<file path="src/rtl/dmseq_pkg.sv">
package dmseq_pkg;
  // Number of consecutive edges that make one mode-change pattern.
  localparam int PAT_LEN = 5;

  // Pattern bit k is the k-th sample in time, bit 0 oldest.
  localparam logic [PAT_LEN-1:0] ENTRY_OE = 5'b11101;
  localparam logic [PAT_LEN-1:0] ENTRY_LE = 5'b01000;
  localparam logic [PAT_LEN-1:0] EXIT_OE  = 5'b11101;
  localparam logic [PAT_LEN-1:0] EXIT_LE  = 5'b00000;

  // Index of each pattern in the matcher bank.
  localparam int PAT_ENTRY = 0;
  localparam int PAT_EXIT  = 1;
  localparam int N_PAT     = 2;

  typedef enum logic {
    MODE_NORMAL = 1'b0,
    MODE_DETECT = 1'b1
  } mode_e;

  typedef struct packed {
    logic oe;
    logic le;
  } pin_smp_t;
endpackage

</file>
<file path="src/rtl/dmseq_win_match.sv">
module dmseq_win_match
  import dmseq_pkg::*;
#(
  parameter int LEN  = PAT_LEN,
  parameter int NPAT = N_PAT
) (
  input  logic                      clk,
  input  logic                      rst_n,
  input  pin_smp_t                  smp_i,
  input  logic [NPAT-1:0][LEN-1:0]  pat_oe_i,
  input  logic [NPAT-1:0][LEN-1:0]  pat_le_i,
  output logic [NPAT-1:0]           hit_o
);
  // The stored depth is one less than the pattern: the current edge's
  // sample completes the window combinationally.
  localparam int DEPTH = LEN - 1;

  pin_smp_t         hist_q [DEPTH];
  logic [DEPTH-1:0] vld_q;
  logic [LEN-1:0]   win_oe;
  logic [LEN-1:0]   win_le;
  logic             full;

  always_ff @(posedge clk or negedge rst_n) begin
    if (!rst_n) begin
      vld_q <= '0;
      for (int k = 0; k < DEPTH; k++) hist_q[k] <= '0;
    end else begin
      for (int k = 0; k < DEPTH - 1; k++) begin
        hist_q[k] <= hist_q[k+1];
        vld_q[k]  <= vld_q[k+1];
      end
      hist_q[DEPTH-1] <= smp_i;
      vld_q[DEPTH-1]  <= 1'b1;
    end
  end

  generate
    for (genvar k = 0; k < DEPTH; k++) begin : g_win
      assign win_oe[k] = hist_q[k].oe;
      assign win_le[k] = hist_q[k].le;
    end
  endgenerate

  assign win_oe[LEN-1] = smp_i.oe;
  assign win_le[LEN-1] = smp_i.le;

  // Stages fill in order, so the oldest valid bit covers the whole window.
  assign full = vld_q[0];

  generate
    for (genvar p = 0; p < NPAT; p++) begin : g_pat
      assign hit_o[p] = full && (win_oe == pat_oe_i[p]) && (win_le == pat_le_i[p]);
    end
  endgenerate

  // until the window is filled after reset, no pattern can complete.
  p_empty_no_hit_r1: assert property (@(posedge clk) disable iff (!rst_n)
    !vld_q[0] |-> (hit_o == '0));
endmodule

</file>
<file path="src/rtl/dmseq_mode_ctl.sv">
module dmseq_mode_ctl
  import dmseq_pkg::*;
(
  input  logic  clk,
  input  logic  rst_n,
  input  logic  entry_hit_i,
  input  logic  exit_hit_i,
  output mode_e mode_o
);
  mode_e mode_q;

  always_ff @(posedge clk or negedge rst_n) begin
    if (!rst_n) begin
      mode_q <= MODE_NORMAL;
    end else begin
      unique case (mode_q)
        MODE_NORMAL: if (entry_hit_i) mode_q <= MODE_DETECT;
        MODE_DETECT: if (exit_hit_i)  mode_q <= MODE_NORMAL;
        default:     mode_q <= MODE_NORMAL;
      endcase
    end
  end

  assign mode_o = mode_q;

  p_entry_enters_r2: assert property (@(posedge clk) disable iff (!rst_n)
    (mode_q == MODE_NORMAL && entry_hit_i) |=> (mode_q == MODE_DETECT));
  p_exit_leaves_r4: assert property (@(posedge clk) disable iff (!rst_n)
    (mode_q == MODE_DETECT && exit_hit_i) |=> (mode_q == MODE_NORMAL));
  p_exit_ignored_r5: assert property (@(posedge clk) disable iff (!rst_n)
    (mode_q == MODE_NORMAL && !entry_hit_i) |=> (mode_q == MODE_NORMAL));
  p_entry_ignored_r6: assert property (@(posedge clk) disable iff (!rst_n)
    (mode_q == MODE_DETECT && !exit_hit_i) |=> (mode_q == MODE_DETECT));
endmodule

</file>
<file path="src/rtl/dmseq_eval.sv">
module dmseq_eval #(
  parameter int MIN_LOW_CYC = 125
) (
  input  logic clk,
  input  logic rst_n,
  input  logic detect_i,
  input  logic oe_i,
  output logic low_seen_o,
  output logic capture_o,
  output logic short_o
);
  localparam int              CNT_W   = $clog2(MIN_LOW_CYC + 1);
  localparam logic [CNT_W-1:0] CNT_MAX = CNT_W'(MIN_LOW_CYC);

  logic [CNT_W-1:0] cnt_q;
  logic             low_seen_q;
  logic             done_q;
  logic             capture_q;
  logic             short_q;

  always_ff @(posedge clk or negedge rst_n) begin
    if (!rst_n) begin
      cnt_q      <= '0;
      low_seen_q <= 1'b0;
      done_q     <= 1'b0;
      capture_q  <= 1'b0;
      short_q    <= 1'b0;
    end else begin
      capture_q <= 1'b0;
      short_q   <= 1'b0;
      if (!detect_i) begin
        // Outside detection, evaluation state is cleared; nothing counts.
        cnt_q      <= '0;
        low_seen_q <= 1'b0;
        done_q     <= 1'b0;
      end else if (!done_q) begin
        if (!oe_i) begin
          low_seen_q <= 1'b1;
          if (cnt_q != CNT_MAX) cnt_q <= cnt_q + CNT_W'(1);
        end else if (low_seen_q) begin
          capture_q <= 1'b1;
          short_q   <= (cnt_q < CNT_MAX);
          done_q    <= 1'b1;
        end
      end
    end
  end

  assign low_seen_o = low_seen_q;
  assign capture_o  = capture_q;
  assign short_o    = short_q;

  p_capture_pulse_r8: assert property (@(posedge clk) disable iff (!rst_n)
    capture_q |=> !capture_q);
  p_capture_after_low_r8: assert property (@(posedge clk) disable iff (!rst_n)
    capture_q |-> low_seen_q);
  p_single_capture_r9: assert property (@(posedge clk) disable iff (!rst_n)
    (done_q && detect_i) |=> !capture_q);
  p_short_with_capture_r10: assert property (@(posedge clk) disable iff (!rst_n)
    short_q |-> capture_q);
endmodule

</file>
<file path="src/rtl/dmseq_ctrl.sv">
module dmseq_ctrl
  import dmseq_pkg::*;
#(
  parameter int MIN_LOW_CYC = 125
) (
  input  logic clk,
  input  logic rst_n,
  input  logic le_i,
  input  logic oe_i,
  output logic detect_mode_o,
  output logic sdi_ready_o,
  output logic capture_o,
  output logic short_eval_o
);
  localparam logic [N_PAT-1:0][PAT_LEN-1:0] PAT_OE = {EXIT_OE, ENTRY_OE};
  localparam logic [N_PAT-1:0][PAT_LEN-1:0] PAT_LE = {EXIT_LE, ENTRY_LE};

  pin_smp_t          smp;
  logic [N_PAT-1:0]  hit;
  mode_e             mode;
  logic              detect;
  logic              low_seen;

  assign smp.oe = oe_i;
  assign smp.le = le_i;

  dmseq_win_match #(
    .LEN  (PAT_LEN),
    .NPAT (N_PAT)
  ) i_win (
    .clk      (clk),
    .rst_n    (rst_n),
    .smp_i    (smp),
    .pat_oe_i (PAT_OE),
    .pat_le_i (PAT_LE),
    .hit_o    (hit)
  );

  dmseq_mode_ctl i_mode (
    .clk         (clk),
    .rst_n       (rst_n),
    .entry_hit_i (hit[PAT_ENTRY]),
    .exit_hit_i  (hit[PAT_EXIT]),
    .mode_o      (mode)
  );

  assign detect = (mode == MODE_DETECT);

  dmseq_eval #(
    .MIN_LOW_CYC (MIN_LOW_CYC)
  ) i_eval (
    .clk        (clk),
    .rst_n      (rst_n),
    .detect_i   (detect),
    .oe_i       (oe_i),
    .low_seen_o (low_seen),
    .capture_o  (capture_o),
    .short_o    (short_eval_o)
  );

  assign detect_mode_o = detect;
  assign sdi_ready_o   = detect && !low_seen;

  p_ready_on_entry_r3: assert property (@(posedge clk) disable iff (!rst_n)
    $rose(detect_mode_o) |-> sdi_ready_o);
  p_capture_in_detect_r8: assert property (@(posedge clk) disable iff (!rst_n)
    capture_o |-> detect_mode_o);
endmodule

</file>
<file path="config.mk">
export PLATFORM = sky130hd
export DESIGN_NAME = dmseq_ctrl
export DESIGN_NICKNAME = d
export VERILOG_FILES = /design/src/rtl/dmseq_pkg.sv /design/src/rtl/dmseq_win_match.sv /design/src/rtl/dmseq_mode_ctl.sv /design/src/rtl/dmseq_eval.sv /design/src/rtl/dmseq_ctrl.sv
export SDC_FILE = /design/constraint.sdc
export NUM_CORES = 1
export LEC_CHECK = 0
export BUFFER_PORTS_ARGS = -buffer_cell sky130_fd_sc_hd__clkbuf_2
export CAP_MARGIN = 20
export CORE_UTILIZATION = 30
export CTS_BUF_LIST = sky130_fd_sc_hd__clkbuf_16
export CTS_CLUSTER_SIZE = 30
export DETAILED_ROUTE_END_ITERATION = 10
export SLEW_MARGIN = 20
export SYNTH_ARGS = -nofsm -noshare
export SYNTH_HDL_FRONTEND = slang
export SYNTH_SLANG_ARGS = --single-unit
export TNS_END_PERCENT = 50
</file>
<file path="constraint.sdc">
create_clock -name clk -period 2.5 [get_ports clk]
set_input_delay 0.25 -clock clk [delete_from_list [all_inputs] [get_ports clk]]
set_output_delay 0.25 -clock clk [all_outputs]
set_load 0.01 [all_outputs]
</file>
# Word-level counts from Yosys, hierarchy flattened
# Index checks and enable logic that the tools add are counted.
# word_totals
ff_bits,24
inputBits,4
word_cells,52
out_inout_bits,4
# op_classes
eq_ne,6
n_addsub,1
order_cmp,1
bitwise,1
n_reduce_logical,8
n_mux,20
# op_table
operator,count
7-bit 2-to-1 mux,4
1-bit 2-to-1 mux,15
7-bit by 1-bit adder with 7-bit output (second input constant),1
7-bit < comparator (second input constant),1
7-bit inequality test (second input constant),1
5-bit by 4-bit equality test with 1-bit output (second input constant),1
5-bit equality test (second input constant),1
5-bit zero test,1
1-bit logical AND,4
2-bit inequality test (second input constant),2
3-bit AND reduction,1
2-bit by 1-bit inequality test with 1-bit output (second input constant),1
1-bit one-hot mux with 2 select lines,1
2-bit AND reduction,1
1-bit zero test,1
1-bit inverter,1

# Logic depth before layout (Yosys ltp)
# logic_depth
depth_word,5
depth_mapped,6
ltp_nobuf,6

# By module
# A second synthesis with hierarchy kept.
# unflattened
hier_cells,99
area_unflattened_um2,1136.1
# by_module_without_submodules
mod,area_each_um2,cells_per_inst,seq_area_each_um2,instances
dmseq_eval,541.8,52,275.3,1
dmseq_win_match,534.3,41,300.3,1
dmseq_mode_ctl,38.8,3,25.0,1
dmseq_ctrl,21.3,3,0.0,1

# Worst setup path before layout
# Ideal clock, no wire load.
# synth_timing
kind,register to register
startpoint,reg i_eval.cnt_q[0]
endpoint,reg i_eval.cnt_q[5]
t_arrival_ps,1341
path_buffers,0
period_less_slack_ps,1418
setup_ps,78
required_time_ps,2422
slack_ps,1082
stages_incl_launch_ff,6
cell_sequence,dfrtp_1 ha_1 nand2_1 o21ai_4 or4_1 a21boi_1
# synth_between
elab_chain_cells,5
word_cells_on_any_way,8
classes_between,1 x add/sub; 2 x eq/ne; 4 x mux; 1 x reduce/logical
# synth_rtl
element,line,source
from (decl),dmseq_eval.sv:15,logic [CNT_W-1:0] cnt_q;
from (signal assigned),dmseq_eval.sv:39,if (cnt_q != CNT_MAX) cnt_q <= cnt_q + CNT_W'(1);
7-bit by 1-bit adder with 7-bit output,dmseq_eval.sv:39,
7-bit 2-to-1 mux,dmseq_eval.sv:39,
7-bit 2-to-1 mux,dmseq_eval.sv:37,if (!oe_i) begin
7-bit 2-to-1 mux,dmseq_eval.sv:36,end else if (!done_q) begin
7-bit 2-to-1 mux,dmseq_eval.sv:31,if (!detect_i) begin
# Parallel ways exist; a longest one is shown, timed or not. The select of a mux whose other input is x is not followed.
# A chain may end at the register's enable or synchronous reset.

# Worst setup path after layout
# Ends and elaborated chain as after synthesis.

==> impl_metrics.env <==
export IMPL_outcome="finished, violations left"
export IMPL_failed_checks="design-rule violations, negative hold slack"
export IMPL_clk_latency_ns=0.25
export IMPL_grt_overflow=0
export IMPL_fp_row_count=19
export IMPL_synth_top_area_share=0.654
export IMPL_dpl_hpwl_um=980
export IMPL_wl_met2_um=643
export IMPL_ant_nets=0
export IMPL_yosysUniqueCellTypes=32
export IMPL_drcViolationCount=2
export IMPL_finalClockSkew_ns=0.00276
export IMPL_ir_worst_vdd_mv=0.382
export IMPL_start_kind="flop"
export IMPL_ff_latch_area_sq_um=601
export IMPL_mostFrequentLayoutCells="dfrtp_1, clkbuf_2, o21a_1"
export IMPL_grt_max_degree=25
export IMPL_core_sq_um=2830
export IMPL_n_antenna_cell=0
export IMPL_report_final_slew_viol_count=0
export IMPL_ys_seq_elements=24
export IMPL_drt_iter0_drc=7
export IMPL_multi_input_area_sq_um=307
export IMPL_nNetsFinal=85
export IMPL_cts_root_buffer="clkbuf_16"
export IMPL_ctsResizeCount=0
export IMPL_drv_cap=0
export IMPL_port_buffers=7
export IMPL_synth_nets=74
export IMPL_power_density_nw_per_um2=795
export IMPL_synthTopCellsByArea="dfrtp_1, o21a_1, ha_1, and4b_1, o311a_1"
export IMPL_clk_pin_slew_ns=0.06
export IMPL_postLayoutCellArea_sq_um=1090
export IMPL_grt_use_total=0.102
export IMPL_tritoncts="built"
export IMPL_fillers=260
export IMPL_drt_met1_wl_um=659
export IMPL_cts_hold_fix_buffers=0
export IMPL_ys_seq_area_frac=0.654
export IMPL_fmax_mhz=660
export IMPL_fp_dieW_um=57.3
export IMPL_dr_max_layer_used="met4"
export IMPL_worstSetupPathType="flop to flop"
export IMPL_fin_crit_sh=0.606
export IMPL_die_h_um=57.3
export IMPL_yosys_warnings=0
export IMPL_hold_viol_final=24
export IMPL_relSlewSlack=0.621
export IMPL_crit_required_ns=2.68
export IMPL_crit_path_max_fanout=7
export IMPL_fin_hold_ws_ns=-0.0227
export IMPL_wl_um=1370
export IMPL_drive_above_1_share=0.218
export IMPL_grt_pass1_vias=550
export IMPL_yosys_area_top_type="dfrtp_1"
export IMPL_wl_per_cell_um=12.6
export IMPL_setup_tns_ns=0
export IMPL_p_leak_uw=0.000497
export IMPL_gp_congestion=0.794
export IMPL_drtPass1Iterations=7
export IMPL_syn_to_final_growth_pct=19.1
export IMPL_cts_max_level=1
export IMPL_initial_core_util=0.325
export IMPL_rsz0062_at_grt="no"
export IMPL_antenna_found_initial=0
export IMPL_dr_total_vias=537
export IMPL_cp_arrival_ns=1.69
export IMPL_place_area_sq_um=988
export IMPL_die_area_sq_um=3290
export IMPL_hold_path_class="input pin to async pin"
export IMPL_min_period_ns=1.51
export IMPL_cts_buffer_depth=2
export IMPL_avgSynthCellArea_sq_um=13.5
export IMPL_final_common_cell="dfrtp_1"
export IMPL_cts_sinks=24
export IMPL_tightest_slew_ns=0.569
export IMPL_avgViaCountPerCell=4.93
export IMPL_route_met3_wl_um=39
export IMPL_grt_pass1_wl_um=2470
export IMPL_cts_buffers_inserted=3
export IMPL_setup_violations=0
export IMPL_netlist_instances=68
export IMPL_endpoint_kind="flop"
export IMPL_design_portCount=8
export IMPL_post_cts_buffers=0
export IMPL_syn_cell_area_sq_um=918
==> final timing paths <==
| check | from | end | slack [ns] | cells after the start |
|---|---|---|---|---|
| setup / recovery | i_eval.cnt_q[0] | i_eval.cnt_q[5] | 0.99 | 5 |
| hold / removal | rst_n | i_eval.done_q | -0.02 | 1 |
| setup reg to reg | i_eval.cnt_q[0] | i_eval.cnt_q[5] | 0.99 | 5 |
| hold reg to reg | i_win.vld_q[1] | i_win.vld_q[0] | 0.35 | 0 |
| max in group asynchronous | rst_n | i_eval.cnt_q[2] | 2.15 | 1 |
| min in group clk | le_i | i_win.hist_q[0] | 0.12 | 1 |
==> synthesized netlist by cell type <==
cell,number
o21ai_4,1
nor3_1,1
nor4_1,1
or2_1,1
nor2_2,1
o21ai_1,1
dfrtp_1,24
o21bai_1,1
mux2_2,1
nand2b_1,1
a21oi_1,2
a21boi_1,2
and2_1,1
nor2b_1,2
nand4_2,1
o21ai_0,2
clkbuf_1,1
inv_1,2
nand3_2,1
o311a_1,2
o21a_1,4
conb_1,1
nand2_1,3
nand4_1,1
o31ai_1,1
nand3_1,1
or4_1,1
a41o_2,1
nor2_1,1
xnor2_1,1
ha_1,2
and4b_1,2
==> metrics by stage <==
| stage | worst slack, ns | total power [uW] | hold WS, ns | cells | utilization |
|---|---|---|---|---|---|
| after floorplan | 1.08 | 418 | -0.0456 | 68 | - |
| after global placement | 1.05 | 431 | 0.266 | 105 | 0.349 |
| after detailed placement | 1.01 | 433 | 0.275 | 105 | 0.349 |
| after CTS | 0.985 | 881 | 0.00202 | 109 | 0.387 |
| after global routing | 0.870 | 900 | 0.0303 | 109 | 0.387 |
| final | 0.986 | 870 | -0.0227 | 109 | 0.387 |
==> report_power, final <==
group          internal, uW  switching, uW  total, uW
Sequential              399           5.46        405
Clock                   318            127        445
Combinational          5.99           13.8       19.7
Total                   723            147        870
==> registers in the layout, indices dropped and copies added, names as in the netlist <==
name and flops:
i_eval.cnt_q 7, i_eval.done_q 1, i_win.vld_q 4, i_eval.short_o 1, i_eval.low_seen_o 1, i_eval.capture_o 1, i_win.hist_q 8, i_mode.mode_o 1
==> worst max-delay path, cell delays in order (launching register included) <==
cell and delay (ns):
dfrtp_1 0.43, ha_1 0.22, nand2_1 0.11, o21ai_4 0.09, or4_1 0.41, a21boi_1 0.16
==> metal layers <==
layer,global-route usage,vias to the layer above
li1,-,263
met1,0.128,263
met2,0.158,7
met3,0.0408,4
met4,0.0418,0
met5,0,-
==> cells by family after synthesis <==
family / synth area share
XOR/XNOR: 0.00954
AND/OR/NAND/NOR: 0.136
adder cells (fa/ha/maj): 0.0272
flip-flops: 0.654
multiplexers: 0.0123
buffers and inverters: 0.0123
AO/OA/AOI/OAI: 0.144
other: 0.00408
==> final cells by class <==
class / count / area share
Sequential cell: 24 / 0.549
Multi-Input combinational cell: 41 / 0.280
Clock buffer: 3 / 0.0686
Tap cell: 31 / 0.0355
Timing Repair Buffer: 7 / 0.0320
Clock inverter: 1 / 0.0275
Inverter: 2 / 0.00686
(Power assumes the default switching activity.)
